### config.mk
export PLATFORM = sky130hd
export DESIGN_NAME = secclk_periph
export DESIGN_NICKNAME = d
export VERILOG_FILES = /design/src/rtl/secclk_pkg.sv /design/src/rtl/secclk_prescale.sv /design/src/rtl/secclk_wrgate.sv /design/src/rtl/secclk_regfile.sv /design/src/rtl/secclk_periph.sv
export SDC_FILE = /design/constraint.sdc
export NUM_CORES = 1
export LEC_CHECK = 0
export ABC_AREA = 1
export BUFFER_PORTS_ARGS = -buffer_cell sky130_fd_sc_hd__buf_2
export CAP_MARGIN = 20
export CELL_PAD_IN_SITES_DETAIL_PLACEMENT = 1
export CELL_PAD_IN_SITES_GLOBAL_PLACEMENT = 1
export CORE_UTILIZATION = 38
export DETAILED_ROUTE_END_ITERATION = 12
export PLACE_DENSITY = 0.69
export RECOVER_POWER = 100
export SETUP_SLACK_MARGIN = 0.2
export SKIP_CTS_REPAIR_TIMING = 1
export SLEW_MARGIN = 15
export SYNTH_ARGS = -nofsm -noshare
export SYNTH_HDL_FRONTEND = slang
export SYNTH_SLANG_ARGS = --single-unit
### constraint.sdc
create_clock -name clk -period 4.5 [get_ports clk]
set_input_delay 0.225 -clock clk [delete_from_list [all_inputs] [get_ports clk]]
set_output_delay 0.225 -clock clk [all_outputs]
set_load 0.03 [all_outputs]
### src/rtl/secclk_pkg.sv
package secclk_pkg;
    localparam int DW     = 32;
    localparam int ADDR_W = 6;

    localparam logic [ADDR_W-1:0] OFS_CTRL    = 6'h00;
    localparam logic [ADDR_W-1:0] OFS_SECS    = 6'h04;
    localparam logic [ADDR_W-1:0] OFS_ALARM   = 6'h08;
    localparam logic [ADDR_W-1:0] OFS_TRIM    = 6'h0C;
    localparam logic [ADDR_W-1:0] OFS_PWRDN   = 6'h20;
    localparam logic [ADDR_W-1:0] OFS_SCRATCH = 6'h34;

    localparam int BIT_RDY = 7;
    localparam int BIT_SF  = 6;
    localparam int BIT_SIE = 5;
    localparam int BIT_AF  = 4;
    localparam int BIT_AIE = 3;
    localparam int BIT_AEN = 2;
    localparam int BIT_EN  = 0;

    typedef struct packed {
        logic sf;
        logic sie;
        logic af;
        logic aie;
        logic aen;
        logic en;
    } ctrl_t;

    typedef struct packed {
        logic [ADDR_W-1:0] addr;
        logic [DW-1:0]     data;
    } wreq_t;
endpackage

### src/rtl/secclk_prescale.sv
module secclk_prescale #(
    parameter int TICK_DIV = 32768
) (
    input  logic clk,
    input  logic rst_n,
    input  logic tick_en,
    input  logic run,
    input  logic clr,
    output logic sec_tick
);
    localparam int CW = (TICK_DIV > 2) ? $clog2(TICK_DIV) : 1;
    localparam logic [CW-1:0] LAST = CW'(TICK_DIV - 1);

    typedef struct packed {
        logic [CW-1:0] cnt;
    } pre_st_t;

    pre_st_t st_d, st_q;

    always_comb begin
        sec_tick = run && tick_en && (st_q.cnt == LAST);
        st_d     = st_q;
        if (clr) begin
            st_d.cnt = '0;
        end else if (run && tick_en) begin
            st_d.cnt = sec_tick ? '0 : st_q.cnt + 1'b1;
        end
    end

    always_ff @(posedge clk or negedge rst_n) begin
        if (!rst_n) st_q <= '0;
        else        st_q <= st_d;
    end

    AST_PRE_FROZEN: assert property (@(posedge clk) disable iff (!rst_n)
        (!run && !clr) |=> $stable(st_q.cnt));
endmodule

### src/rtl/secclk_wrgate.sv
module secclk_wrgate
    import secclk_pkg::*;
#(
    parameter int COMMIT_CYC = 4
) (
    input  logic              clk,
    input  logic              rst_n,
    input  logic              req,
    input  logic [ADDR_W-1:0] req_addr,
    input  logic [DW-1:0]     req_data,
    output logic              ready,
    output logic              cmt_valid,
    output wreq_t             cmt
);
    localparam int BW = $clog2(COMMIT_CYC + 1);
    localparam logic [BW-1:0] START = BW'(COMMIT_CYC);
    localparam logic [BW-1:0] ONE   = BW'(1);

    typedef struct packed {
        logic [BW-1:0] busy;
        wreq_t         pend;
    } gate_st_t;

    gate_st_t st_d, st_q;

    always_comb begin
        ready     = (st_q.busy == '0);
        cmt_valid = (st_q.busy == ONE);
        cmt       = st_q.pend;
        st_d      = st_q;
        if (!ready) begin
            st_d.busy = st_q.busy - 1'b1;
        end else if (req) begin
            st_d.busy      = START;
            st_d.pend.addr = req_addr;
            st_d.pend.data = req_data;
        end
    end

    always_ff @(posedge clk or negedge rst_n) begin
        if (!rst_n) st_q <= '0;
        else        st_q <= st_d;
    end

    AST_BUSY_AFTER_ACCEPT: assert property (@(posedge clk) disable iff (!rst_n)
        (req && ready) |=> !ready);
    AST_BUSY_WRITE_DROPPED: assert property (@(posedge clk) disable iff (!rst_n)
        !ready |=> $stable(st_q.pend));
endmodule

### src/rtl/secclk_regfile.sv
module secclk_regfile
    import secclk_pkg::*;
(
    input  logic              clk,
    input  logic              rst_n,
    input  logic              cmt_valid,
    input  wreq_t             cmt,
    input  logic              sec_tick,
    input  logic              ready,
    input  logic [ADDR_W-1:0] rd_addr,
    output logic [DW-1:0]     rdata,
    output logic              run,
    output logic              secs_clr,
    output logic              irq,
    output logic              hib_req
);
    typedef struct packed {
        ctrl_t         ctrl;
        logic [DW-1:0] secs;
        logic [DW-1:0] alarm;
        logic [DW-1:0] trim;
        logic [DW-1:0] scratch;
        logic          hib;
    } reg_st_t;

    reg_st_t st_d, st_q;
    logic    wr_ctrl, wr_secs, wr_alarm, wr_trim, wr_pwrdn, wr_scratch;
    logic    step;
    logic [DW-1:0] secs_inc;

    always_comb begin
        wr_ctrl    = cmt_valid && (cmt.addr == OFS_CTRL);
        wr_secs    = cmt_valid && (cmt.addr == OFS_SECS);
        wr_alarm   = cmt_valid && (cmt.addr == OFS_ALARM);
        wr_trim    = cmt_valid && (cmt.addr == OFS_TRIM);
        wr_pwrdn   = cmt_valid && (cmt.addr == OFS_PWRDN);
        wr_scratch = cmt_valid && (cmt.addr == OFS_SCRATCH);
        step       = sec_tick && !wr_secs;
        secs_inc   = st_q.secs + 1'b1;
        secs_clr   = wr_secs;
        run        = st_q.ctrl.en;
        hib_req    = st_q.hib;
        irq        = (st_q.ctrl.sf && st_q.ctrl.sie) || (st_q.ctrl.af && st_q.ctrl.aie);
    end

    always_comb begin
        st_d = st_q;
        if (wr_ctrl) begin
            st_d.ctrl.en  = cmt.data[BIT_EN];
            st_d.ctrl.aen = cmt.data[BIT_AEN];
            st_d.ctrl.aie = cmt.data[BIT_AIE];
            st_d.ctrl.sie = cmt.data[BIT_SIE];
            st_d.ctrl.sf  = st_q.ctrl.sf && cmt.data[BIT_SF];
            st_d.ctrl.af  = st_q.ctrl.af && cmt.data[BIT_AF];
        end
        if (wr_secs) begin
            st_d.secs = cmt.data;
        end else if (step) begin
            st_d.secs = secs_inc;
        end
        if (step) begin
            st_d.ctrl.sf = 1'b1;
            if (st_q.ctrl.aen && (secs_inc == st_q.alarm)) begin
                st_d.ctrl.af = 1'b1;
            end
        end
        if (wr_alarm)   st_d.alarm   = cmt.data;
        if (wr_trim)    st_d.trim    = cmt.data;
        if (wr_scratch) st_d.scratch = cmt.data;
        if (wr_pwrdn && cmt.data[0]) st_d.hib = 1'b1;
    end

    always_comb begin
        rdata = '0;
        case (rd_addr)
            OFS_CTRL: begin
                rdata[BIT_RDY] = ready;
                rdata[BIT_SF]  = st_q.ctrl.sf;
                rdata[BIT_SIE] = st_q.ctrl.sie;
                rdata[BIT_AF]  = st_q.ctrl.af;
                rdata[BIT_AIE] = st_q.ctrl.aie;
                rdata[BIT_AEN] = st_q.ctrl.aen;
                rdata[BIT_EN]  = st_q.ctrl.en;
            end
            OFS_SECS:    rdata = st_q.secs;
            OFS_ALARM:   rdata = st_q.alarm;
            OFS_TRIM:    rdata = st_q.trim;
            OFS_PWRDN:   rdata[0] = st_q.hib;
            OFS_SCRATCH: rdata = st_q.scratch;
            default:     rdata = '0;
        endcase
    end

    always_ff @(posedge clk or negedge rst_n) begin
        if (!rst_n) st_q <= '0;
        else        st_q <= st_d;
    end

    AST_FLAG_HOLD_SF: assert property (@(posedge clk) disable iff (!rst_n)
        (st_q.ctrl.sf && !cmt_valid) |=> st_q.ctrl.sf);
    AST_FLAG_HOLD_AF: assert property (@(posedge clk) disable iff (!rst_n)
        (st_q.ctrl.af && !cmt_valid) |=> st_q.ctrl.af);
    AST_SCRATCH_HOLD: assert property (@(posedge clk) disable iff (!rst_n)
        !cmt_valid |=> ($stable(st_q.scratch) && $stable(st_q.trim)));
    AST_SECS_STEP: assert property (@(posedge clk) disable iff (!rst_n)
        (sec_tick && !cmt_valid) |=> (st_q.secs == $past(st_q.secs) + 32'd1));
    AST_ALARM_MATCH: assert property (@(posedge clk) disable iff (!rst_n)
        ($rose(st_q.ctrl.af) && !$past(cmt_valid)) |-> (st_q.secs == st_q.alarm));
    AST_HIB_STICKY: assert property (@(posedge clk) disable iff (!rst_n)
        st_q.hib |=> st_q.hib);
endmodule

### src/rtl/secclk_periph.sv
module secclk_periph
    import secclk_pkg::*;
#(
    parameter int TICK_DIV   = 32768,
    parameter int COMMIT_CYC = 4
) (
    input  logic              clk,
    input  logic              rst_n,
    input  logic              tick_en,
    input  logic              bus_sel,
    input  logic              bus_wr,
    input  logic [ADDR_W-1:0] bus_addr,
    input  logic [DW-1:0]     bus_wdata,
    output logic [DW-1:0]     bus_rdata,
    output logic              irq,
    output logic              hib_req
);
    logic  ready, cmt_valid, sec_tick, run, secs_clr, wr_req;
    wreq_t cmt;

    assign wr_req = bus_sel && bus_wr;

    secclk_wrgate #(.COMMIT_CYC(COMMIT_CYC)) u_gate (
        .clk(clk), .rst_n(rst_n), .req(wr_req), .req_addr(bus_addr),
        .req_data(bus_wdata), .ready(ready), .cmt_valid(cmt_valid), .cmt(cmt)
    );

    secclk_prescale #(.TICK_DIV(TICK_DIV)) u_pre (
        .clk(clk), .rst_n(rst_n), .tick_en(tick_en), .run(run),
        .clr(secs_clr), .sec_tick(sec_tick)
    );

    secclk_regfile u_regs (
        .clk(clk), .rst_n(rst_n), .cmt_valid(cmt_valid), .cmt(cmt),
        .sec_tick(sec_tick), .ready(ready), .rd_addr(bus_addr),
        .rdata(bus_rdata), .run(run), .secs_clr(secs_clr),
        .irq(irq), .hib_req(hib_req)
    );

    AST_IRQ_HAS_SOURCE: assert property (@(posedge clk) disable iff (!rst_n)
        $rose(irq) |-> $past(cmt_valid || sec_tick));
endmodule

Word-level counts from Yosys, hierarchy flattened:

Cells that the tools add are included.

* $add $sub $neg: 3
* equality and inequality tests: 14
* muxes and demuxes: 15
* reduce and logical (&&, ||, !) cells: 25

Operator list (number)
* $pmux 24 s4: 1
* $mux 32: 2
* $mux 15: 3
* $mux 41: 1
* $add 32x1->32 const B: 1
* $eq 32x32->1: 1
* $pmux 6 s5: 1
* $eq 6x4->1 const B: 4
* $eq 6x6->1 const B: 4
* $logic_and 1x1->1: 16
* $add 15x1->15 const B: 1
* $eq 15x15->1 const B: 1
* $eq 6x3->1 const B: 2
* $logic_not 6->1: 2
* $mux 6: 1
* $pmux 1 s6: 1
* $reduce_bool 2->1: 3
* $pmux 1 s4: 1
* $eq 3x1->1 const B: 1
* $logic_not 3->1: 1
* $mux 1: 3
* $mux 3: 1
* $sub 3x1->3 const B: 1
* $ne 2x2->1 const B: 1
* 3 further kinds: 3

* register bits after elaboration: 191
* bits of input ports: 43
* word-level logic and storage cells: 72

Logic depth before layout (Yosys ltp):

Gate-level depths: netlist of the first run.

* depth in word-level cells: 6
* depth in mapped cells: 15
* depth with buffers taken out: 15

Hierarchy:

A second synthesis of the first run with hierarchy kept.

* cells, all modules: 1361
* area total of the unflattened synthesis: 10422.5 um^2

Modules (own cells, without submodules)
* secclk_regfile: times used 1, cells an instance 1019, area an instance 7559.8 um^2, sequential area each 3378.2 um^2
* secclk_wrgate: times used 1, cells an instance 218, area an instance 1923.1 um^2, sequential area each 1026.0 um^2
* secclk_prescale: times used 1, cells an instance 122, area an instance 932.1 um^2, sequential area each 375.4 um^2
* secclk_periph: times used 1, cells an instance 2, area an instance 7.5 um^2, sequential area each 0.0 um^2

Worst setup path before layout of the first run:

Ideal clock, no wire load.

* kind: input-to-output
* start: input port bus_addr[1]
* end: output port bus_rdata[5]
* arrival: 1.764 ns
* required time: 4.275 ns
* slack: 2.511 ns
* stages: 7
* cell sequence: nor2_1 -> inv_1 -> nor3_1 -> inv_1 -> clkbuf_1 -> buf_1 -> o2111ai_1

* longest elaborated chain between the ends: 2
* elaborated cells on any way between the ends: 6
* classes of those cells: eq/ne: 4; mux: 1; reduce/logical: 1

Ends and longest elaborated chain
* start, declared: line secclk_periph.sv:12 `input logic [ADDR_W-1:0] bus_addr,`
* $eq 6x6->1, or another cell as far along: line secclk_regfile.sv:75 `case (rd_addr)`
* $pmux 6 s5 *: line secclk_regfile.sv:75
* end, declared: line secclk_periph.sv:14 `output logic [DW-1:0] bus_rdata,`

Mark *: on every way between the ends. The rest lies on a longest branch, timed or not.

Final worst setup path of the first run:

* start: input port bus_addr[1]
* end: output port bus_rdata[27]

* longest elaborated chain between the ends: 2
* elaborated cells on any way between the ends: 5
* classes of those cells: eq/ne: 4; mux: 1

Ends and longest elaborated chain (line)
* $eq 6x6->1, or another cell as far along: secclk_regfile.sv:75
* $pmux 24 s4 *: secclk_regfile.sv:75

Marks and branches as above.

==> impl_metrics.csv, run 1 <==
group,metric,value,unit
timing,min_clock_period_post_route,3.606,ns
pwr,leakage,5.572,nW
detailed_routing,length_of_the_first_detailed_routing_pass_in_iterations,5,
die,die-area,26400,um2
die,start_util,38.75,%
detailed_routing,first_iter_violations,520,
detailed_routing,detailroute.via_count,8849,
timing,finalSetupViolations,0,
detailed_routing,route.detailed.wl_per_inst,18.79,um
timing,fin_setup_tns,0,ns
run_status,violated_checks,"max-capacitance violations, max-slew violations",
synth,synth.avg_cell_area,7.835,um2
worst_setup_path,endpoint_kind,"output pin",
job,timing.max_cap.violations,6,
layout,final_layout_size_suffix_gt1_share,9.332,%
place,place_hpwl,21950,um
timing,worstMarginPinSlew,2.767,ns
detailed_routing,antenna_violation_net_count_after_detailed_routing,0,
worst_setup_path,critical-path-slowest-cell,"nor3_2",
global_route,overflow,0,
timing,rsz0062_at_grt,"false",
pwr,vdd_ir_drop_max,359.9,uV
run_status,status,"complete, but fails checks",
detailed_routing,route.met2.wl,13920,um
global_route,via_count_of_the_first_global_routing_pass,8962,
clock_tree,cts_root_buffer,"clkbuf_16",
worst_setup_path,crit_fanout,17,
synth,yosysUniqueCellTypes,42,
die,design.portCount,77,
min_path,hold_depth,3,
timing,max_clock_freq,0.2773,GHz
worst_setup_path,timing.setup.critical_path_class,"input pin to output pin",
detailed_routing,vias_per_cell,5.370,
worst_setup_path,worstPathBufferInverterCount,4,
clock_tree,cts_max_level,4,
worst_setup_path,critPathLaunchType,"input pin",
min_path,min-delay-path-class,"input pin to flip-flop",
layout,most_common_library_cell_in_the_layout_ignoring_fill_and_taps,"nand2_1",
place,port-buffer-count,76,
layout,design_area,11030,um2
synth,post_synth_instance_area,9786,um2
detailed_routing,wl_met3,1278,um
synth,syn_nets,1295,
die,floorplan.die.width,162.5,um
clock_tree,clock_sink_count,191,
clock_tree,clk_pin_slew_worst_setup_hold_paths,0.09,ns
synth,number_of_instances_in_the_synthesized_netlist,1249,
layout,fillCellCount,3140,
layout,layout-area-overhead-vs-synth,12.71,%
place,globalplace.congestion,0.8535,
worst_setup_path,reg2reg_slack,1.18,ns
detailed_routing,totalWireLength,30970,um
die,die_height,162.5,um
global_route,track_usage,24.89,%
min_path,min_from,"bus_wdata[7]",
worst_setup_path,crit_reg_reg_endpoint,"u_regs.st_q[46]",
die,placeableCoreArea,25250,um2
layout,fin_cells,1648,
clock_tree,clkLatencyLatePin,0.45,ns
layout,final_core_utilization,43.67,%
synth,postSynthRegisterBits,191,
clock_tree,clockBufferDepth,2,
timing,fin_crit_sh,80.14,%
timing,final.setup_skew,0.01693,ns
layout,multi_input_comb_area,4309,um2
global_route,wire_length_of_the_first_global_routing_pass,50180,um
place,placedInstanceArea,10500,um2
worst_setup_path,critPathMaxStageDelay,1.30,ns
worst_setup_path,timing.critical_path.arrival,3.38,ns
detailed_routing,top_layer_used,"met4",
worst_setup_path,path_cells,"buf_2, nor2_1, inv_1, nor3_2, clkbuf_1, a22oi_1, o221ai_1, clkbuf_1",
layout,insertedDiodeCount,0,
layout,reg_area,4780,um2
global_route,maximum_number_of_pins_on_one_net_before_global_route_repair,111,
place,post-place-cells,1615,
timing,final-hold-violation-count,0,
worst_setup_path,r2r_cells,7,
layout,most-common-layout-cells,"nand2_1 (363), dfrtp_1 (191), inv_1 (134), o21ai_0 (117), nor2_1 (112)",
detailed_routing,route.detailed.drc,0,
synth,yosysWarningCount,0,
die,num_rows,58,
global_route,antenna_found_initial,0,
synth,yosysSeqAreaShare,48.84,%
timing,fin_worst_hold_slack,0.01807,ns
min_path,timing.hold.worst_endpoint,"u_gate.cmt[7]",
timing,final_number_of_max_transition_violations,295,
layout,layout.nets,1352,
worst_setup_path,source_of_the_worst_register_to_register_timing_path,"u_gate.st_q[38]",
clock_tree,cts_tree,"done",
worst_setup_path,crit_top_cell,"clkbuf_1",
worst_setup_path,cp_data_required_time,4.28,ns
clock_tree,cts-buffers-inserted,17,
detailed_routing,met1_length,15470,um
timing,slew_headroom,-84.44,%
pwr,pwr_density_cell,833.8,nW/um2
worst_setup_path,timing.critical_path.max_delay_family,"simple AND/OR/NAND/NOR gates",
-- cell usage after synthesis (all sizes together) --
cell       n  area share, %
a211oi     1          0.077
ha         3           0.38
and2       4           0.27
xnor2      2           0.18
nand4      8           0.51
mux2i      1           0.10
a31oi      1          0.064
or2        1          0.064
o211ai     5           0.38
nor2     126            5.8
o2111ai    4           0.36
a32o       1           0.10
a22o       1          0.090
o221ai    54            4.8
nor4       2           0.13
inv      137            5.3
o21ai    118            6.0
a22oi     34            2.6
buf        9           0.47
a21boi     1          0.077
nand3b     2           0.15
dfrtp    191             49
a21oi     44            2.3
o22ai      1          0.064
a31o       1          0.090
xor2       6           0.54
nand2    373             15
clkbuf    39            1.5
nor3b      1          0.077
nor3      12           0.61
and3       1          0.064
nand3     65            3.3
-- logic make-up (layout without fill, tap and decap cells) --
kind of cell | count (synthesis) | after routing | share of synthesized area, %
adder cells (fa/ha/maj) | 3 | 3 | 0.3836
multiplexers | 1 | 1 | 0.1023
AO/OA/AOI/OAI | 266 | 266 | 17.03
XOR/XNOR | 8 | 8 | 0.7160
buffers and inverters | 185 | 254 | 7.224
AND/OR/NAND/NOR | 595 | 595 | 25.70
flip-flops | 191 | 191 | 48.84
-- flip-flops by register name, indices dropped and copies added, names as in the netlist --
| register | cells |
|---|---|
| u_regs.run | 1 |
| u_pre.st_q | 15 |
| u_regs.hib_req | 1 |
| u_regs.st_q | 133 |
| u_gate.cmt | 38 |
| u_gate.st_q | 3 |
-- per-layer routing --
metal / global-route usage, % / up-vias
met5: 0 / -
met4: 6.561 / 0
met3: 3.234 / 25
met2: 38.56 / 171
met1: 36.46 / 4396
li1: - / 4257
-- how the worst max path moves through the flow --
stage	slack [ns]	start	endpoint	depth (start not counted)
2_1_floorplan	2.51	bus_addr[1]	bus_rdata[5]	7
3_3_place_gp	1.62	bus_addr[1]	bus_rdata[18]	8
3_5_place_dp	1.67	bus_addr[1]	bus_rdata[8]	7
4_1_cts	1.66	bus_addr[1]	bus_rdata[8]	7
5_1_grt	0.72	bus_addr[1]	bus_rdata[1]	8
6_report	0.89	bus_addr[1]	bus_rdata[27]	8
-- layout make-up --
class,instances,area share [%]
repair buffers,86,4.039
flip-flops and latches,191,43.34
multi-input cells,873,39.07
inverters,137,4.663
well taps,330,3.744
clock inverters,14,1.293
clock buffers,17,3.857
-- per-stage QoR --
step | worst slack (ns) | power [mW]
floorplan | 2.511 | 6.125
global placement | 1.618 | 7.537
detailed placement | 1.669 | 7.677
CTS | 1.664 | 9.251
global route | 0.7191 | 10.08
finish | 0.8935 | 9.197
-- tightest hold or removal path: cells and delay by family --
family / cells / cell delay, ns
AND/OR/NAND/NOR: 1 / 0.03
AO/OA/AOI/OAI: 1 / 0.10
buffers and inverters: 1 / 0.07
-- where the power goes --
part / switching (mW) / internal (mW) / leakage [nW]
sequential: 0.360 / 2.21 / 2.35
combinational: 3.55 / 1.55 / 2.94
clock: 0.787 / 0.740 / 0.275
total: 4.70 / 4.50 / 5.57
(Power assumes the default switching activity.)
==> run 2: changes to the inputs <==
--- a/config.mk
+++ b/config.mk
@@ -5,14 +5,14 @@
 export SDC_FILE = /design/constraint.sdc
 export NUM_CORES = 1
 export LEC_CHECK = 0
-export ABC_AREA = 1
+export ABC_AREA = 0
 export BUFFER_PORTS_ARGS = -buffer_cell sky130_fd_sc_hd__buf_2
 export CAP_MARGIN = 20
 export CELL_PAD_IN_SITES_DETAIL_PLACEMENT = 1
 export CELL_PAD_IN_SITES_GLOBAL_PLACEMENT = 1
 export CORE_UTILIZATION = 38
 export DETAILED_ROUTE_END_ITERATION = 12
-export PLACE_DENSITY = 0.69
+export PLACE_DENSITY = 0.65
 export RECOVER_POWER = 100
 export SETUP_SLACK_MARGIN = 0.2
 export SKIP_CTS_REPAIR_TIMING = 1
==> constraint.sdc (replaced) <==
create_clock -name clk -period 3.8 [get_ports clk]
set_input_delay 0.19 -clock clk [delete_from_list [all_inputs] [get_ports clk]]
set_output_delay 0.19 -clock clk [all_outputs]
set_load 0.03 [all_outputs]
==> run 2 against run 1 <==
Effect of this change: the run still ends with max-capacitance violations, max-slew violations left; final area grew 2.3%; sequential power grew 41%; setup slack lost 0.17 ns; area after synthesis grew 0.31%; sequential share of layout area shrank 0.97 points; routed wire length shrank 17%; critical endpoint is now u_regs.st_q[132]; largest power group is now registers.
==> impl_metrics.csv, run 2 <==
group,metric,value,unit
run_status,status,"complete, but fails checks",
run_status,violated_checks,"max-capacitance violations, max-slew violations",
detailed_routing,detailroute.via_count,7017,
timing,final-hold-violation-count,0,
synth,number_of_instances_in_the_synthesized_netlist,880,
global_route,via_count_of_the_first_global_routing_pass,7413,
layout,most_common_library_cell_in_the_layout_ignoring_fill_and_taps,"dfrtp_1",
worst_setup_path,crit_fanout,8,
worst_setup_path,endpoint_kind,"flip-flop",
layout,largest_register_ff_count,133,
die,design.portCount,77,
global_route,antenna_found_initial,0,
layout,fillCellCount,2788,
detailed_routing,route.detailed.wl_per_inst,19.64,um
pwr,proportion_of_total_power_due_to_net_switching,37.15,%
synth,most_common_library_cells_after_synthesis,"dfrtp_1 (191), mux2_2 (139), nand2_1 (75)",
layout,final_layout_size_suffix_gt1_share,24.33,%
pwr,netSwitchingPower,2.867,mW
synth,asyncSetResetFlopFracSynth,100.0,%
layout,design_area,11280,um2
pwr,power.combinational.fraction,29.1,%
min_path,min-delay-path-class,"input pin to flip-flop",
global_route,overflow,0,
clock_tree,cts-buffers-inserted,17,
pwr,vdd_ir_drop_max,331.6,uV
worst_setup_path,timing.setup.critical_path_class,"flip-flop to flip-flop",
pwr,power.clock.fraction,23.9,%
timing,finalSetupViolations,0,
synth,yosysSeqAreaShare,48.69,%
synth,yosysUniqueCellTypes,57,
global_route,use_met1,28.54,%
clock_tree,clockBufferDepth,2,
worst_setup_path,critPathLaunchType,"flip-flop",
synth,postSynthRegisterBits,191,
clock_tree,clk_pin_slew_worst_setup_hold_paths,0.08,ns
synth,synthDominantAreaCellType,"dfrtp_1",
timing,final.setup_skew,0.01103,ns
clock_tree,cts_max_level,4,
die,floorplan.die.width,162.7,um
timing,min_clock_period_post_route,3.080,ns
worst_setup_path,crit_reg_reg_endpoint,"u_regs.st_q[132]",
synth,synth_enable_flop_cells,0,
detailed_routing,first_iter_violations,303,
worst_setup_path,timing.critical_path.arrival,3.40,ns
die,die-area,26480,um2
synth,yosysMostFrequentCell,"dfrtp_1",
place,pre_cts_ws,1.077,ns
synth,post_synth_instance_area,9816,um2
synth,synth.avg_cell_area,11.15,um2
clock_tree,clkLatencyLatePin,0.44,ns
timing,rsz0062_at_grt,"false",
global_route,met2_usage,33.19,%
global_route,wire_length_of_the_first_global_routing_pass,41940,um
worst_setup_path,r2r_cells,8,
min_path,timing.hold.worst_endpoint,"u_gate.cmt[33]",
pwr,leakage,4.791,nW
timing,fin_setup_tns,0,ns
timing,slew_headroom,-52.27,%
pwr,share_seq_of_total_power,46.9,%
pwr,internal-power,4.850,mW
global_route,maximum_number_of_pins_on_one_net_before_global_route_repair,86,
pwr,total_power,7.716,mW
place,place_hpwl,17060,um
timing,max_clock_freq,0.3247,GHz
worst_setup_path,cp_data_required_time,4.12,ns
die,num_rows,58,
global_route,global_route.usage.met3,2.572,%
layout,most-common-layout-cells,"dfrtp_1 (191), mux2_2 (139), nand2_1 (75), o21ai_0 (73), xnor2_1 (55)",
detailed_routing,totalWireLength,25620,um
place,placedInstanceArea,10490,um2
layout,layout-area-overhead-vs-synth,14.93,%
global_route,track_usage,20.52,%
synth,yosysWarningCount,0,
min_path,min_from,"bus_addr[1]",
timing,fin_crit_sh,81.05,%
layout,reg_area,4780,um2
pwr,pwr_density_cell,684.0,nW/um2
place,port-buffer-count,76,
synth,syn_nets,926,
layout,layout.nets,1007,
worst_setup_path,reg2reg_slack,0.72,ns
job,timing.max_cap.violations,2,
min_path,hold_depth,2,
timing,worstMarginPinSlew,2.284,ns
worst_setup_path,source_of_the_worst_register_to_register_timing_path,"u_regs.st_q[97]",
layout,insertedDiodeCount,0,
detailed_routing,antenna_violation_net_count_after_detailed_routing,0,
detailed_routing,route.detailed.drc,0,
timing,final_number_of_max_transition_violations,118,
clock_tree,cts_tree,"done",
layout,max_flop_register,"u_regs.st_q",
synth,synth_top_area_share,48.69,%
die,die_height,162.7,um
die,placeableCoreArea,25250,um2
timing,fin_worst_hold_slack,0.001937,ns
place,globalplace.congestion,0.8361,
clock_tree,clock_sink_count,191,
timing,worst_slack,0.7203,ns
clock_tree,cts_root_buffer,"clkbuf_16",
die,start_util,38.87,%
synth,post_synth_main_area_contributors,"dfrtp_1 (49%), mux2_2 (16%), xnor2_1 (4.9%)",
detailed_routing,length_of_the_first_detailed_routing_pass_in_iterations,4,
detailed_routing,vias_per_cell,5.381,
synth,ys_dominant_reg_cell,"dfrtp_1",
global_route,globalRoute.busiestLayer,"met2",
layout,multi_input_comb_area,4732,um2
run 2: changes by cell type after synthesis, moves of 32 or more:
| cell | before | now |
|---|---|---|
| nor2_1 | 110 | 38 |
| o221ai_1 | 54 | 1 |
| nand3_1 | 65 | 18 |
| a21oi_1 | 44 | 12 |
| inv_1 | 132 | 5 |
| mux2_2 | 0 | 139 |
| xor2_1 | 6 | 38 |
| o21ai_0 | 117 | 71 |
| xnor2_1 | 2 | 55 |
| mux2i_1 | 1 | 34 |
| nand2_1 | 363 | 75 |
run 2: final cells by class:
type                       instances  area share [%]
sequential                       191           42.37
multi-input combinational        625           41.95
timing repair buffer             121           6.633
clock buffer                      18           3.804
tap                              330           3.660
clock inverter                    14           1.420
inverter                           5          0.1664
run 2: worst max-delay path by stage:
stage,start,end,slack [ns]
after floorplan,bus_addr[2],bus_rdata[14],1.48
after global placement,u_regs.st_q[97],u_regs.st_q[132],1.20
after detailed placement,u_regs.st_q[97],u_regs.st_q[132],1.08
after CTS,u_regs.st_q[97],u_regs.st_q[132],1.04
after global routing,u_regs.st_q[97],u_regs.st_q[132],0.43
final,u_regs.st_q[97],u_regs.st_q[132],0.72
run 2: layer usage:
metal	vias to the layer above	wire length, um
met5	-	0
li1	3321	-
met1	3594	12300
met4	0	374
met3	24	649
met2	78	12290
run 2: cell families (layout without fill, tap and decap cells):
group,after synthesis,count (layout),synth area share (%)
AOI/OAI and AO/OA,137,137,8.643
xor gates and xnor gates,93,93,8.298
adders and majority gates,3,3,0.3824
buffers and inverters,64,158,2.894
DFF,191,191,48.69
muxes,173,173,19.41
and+or+nand+nor,219,219,11.68
run 2: per-stage QoR:
| step | util [%] | cells |
|---|---|---|
| after floorplan | - | 880 |
| after global placement | 41.52 | 1239 |
| after detailed placement | 41.52 | 1239 |
| after CTS | 43.85 | 1271 |
| after global routing | 44.67 | 1304 |
| final | 44.67 | 1304 |
run 2: critical path: stages (launching register included):
cell     delay (ns)
dfrtp_1        0.53
ha_1           0.29
nand3_1        0.20
nor4_1         0.59
nand4_1        0.26
or3_1          0.45
xnor2_1        0.15
nand4_1        0.11
o41ai_1        0.38
run 2: power by group through the flow:
stage / Combinational, mW / Clock [mW] / Sequential [mW]
3_3_place_gp: 2.22 / 0 / 3.62
5_1_grt: 2.50 / 1.97 / 3.76
6_report: 2.25 / 1.85 / 3.62
2_1_floorplan: 2.02 / 0 / 3.20
4_1_cts: 2.29 / 1.90 / 3.63
3_5_place_dp: 2.27 / 0 / 3.66
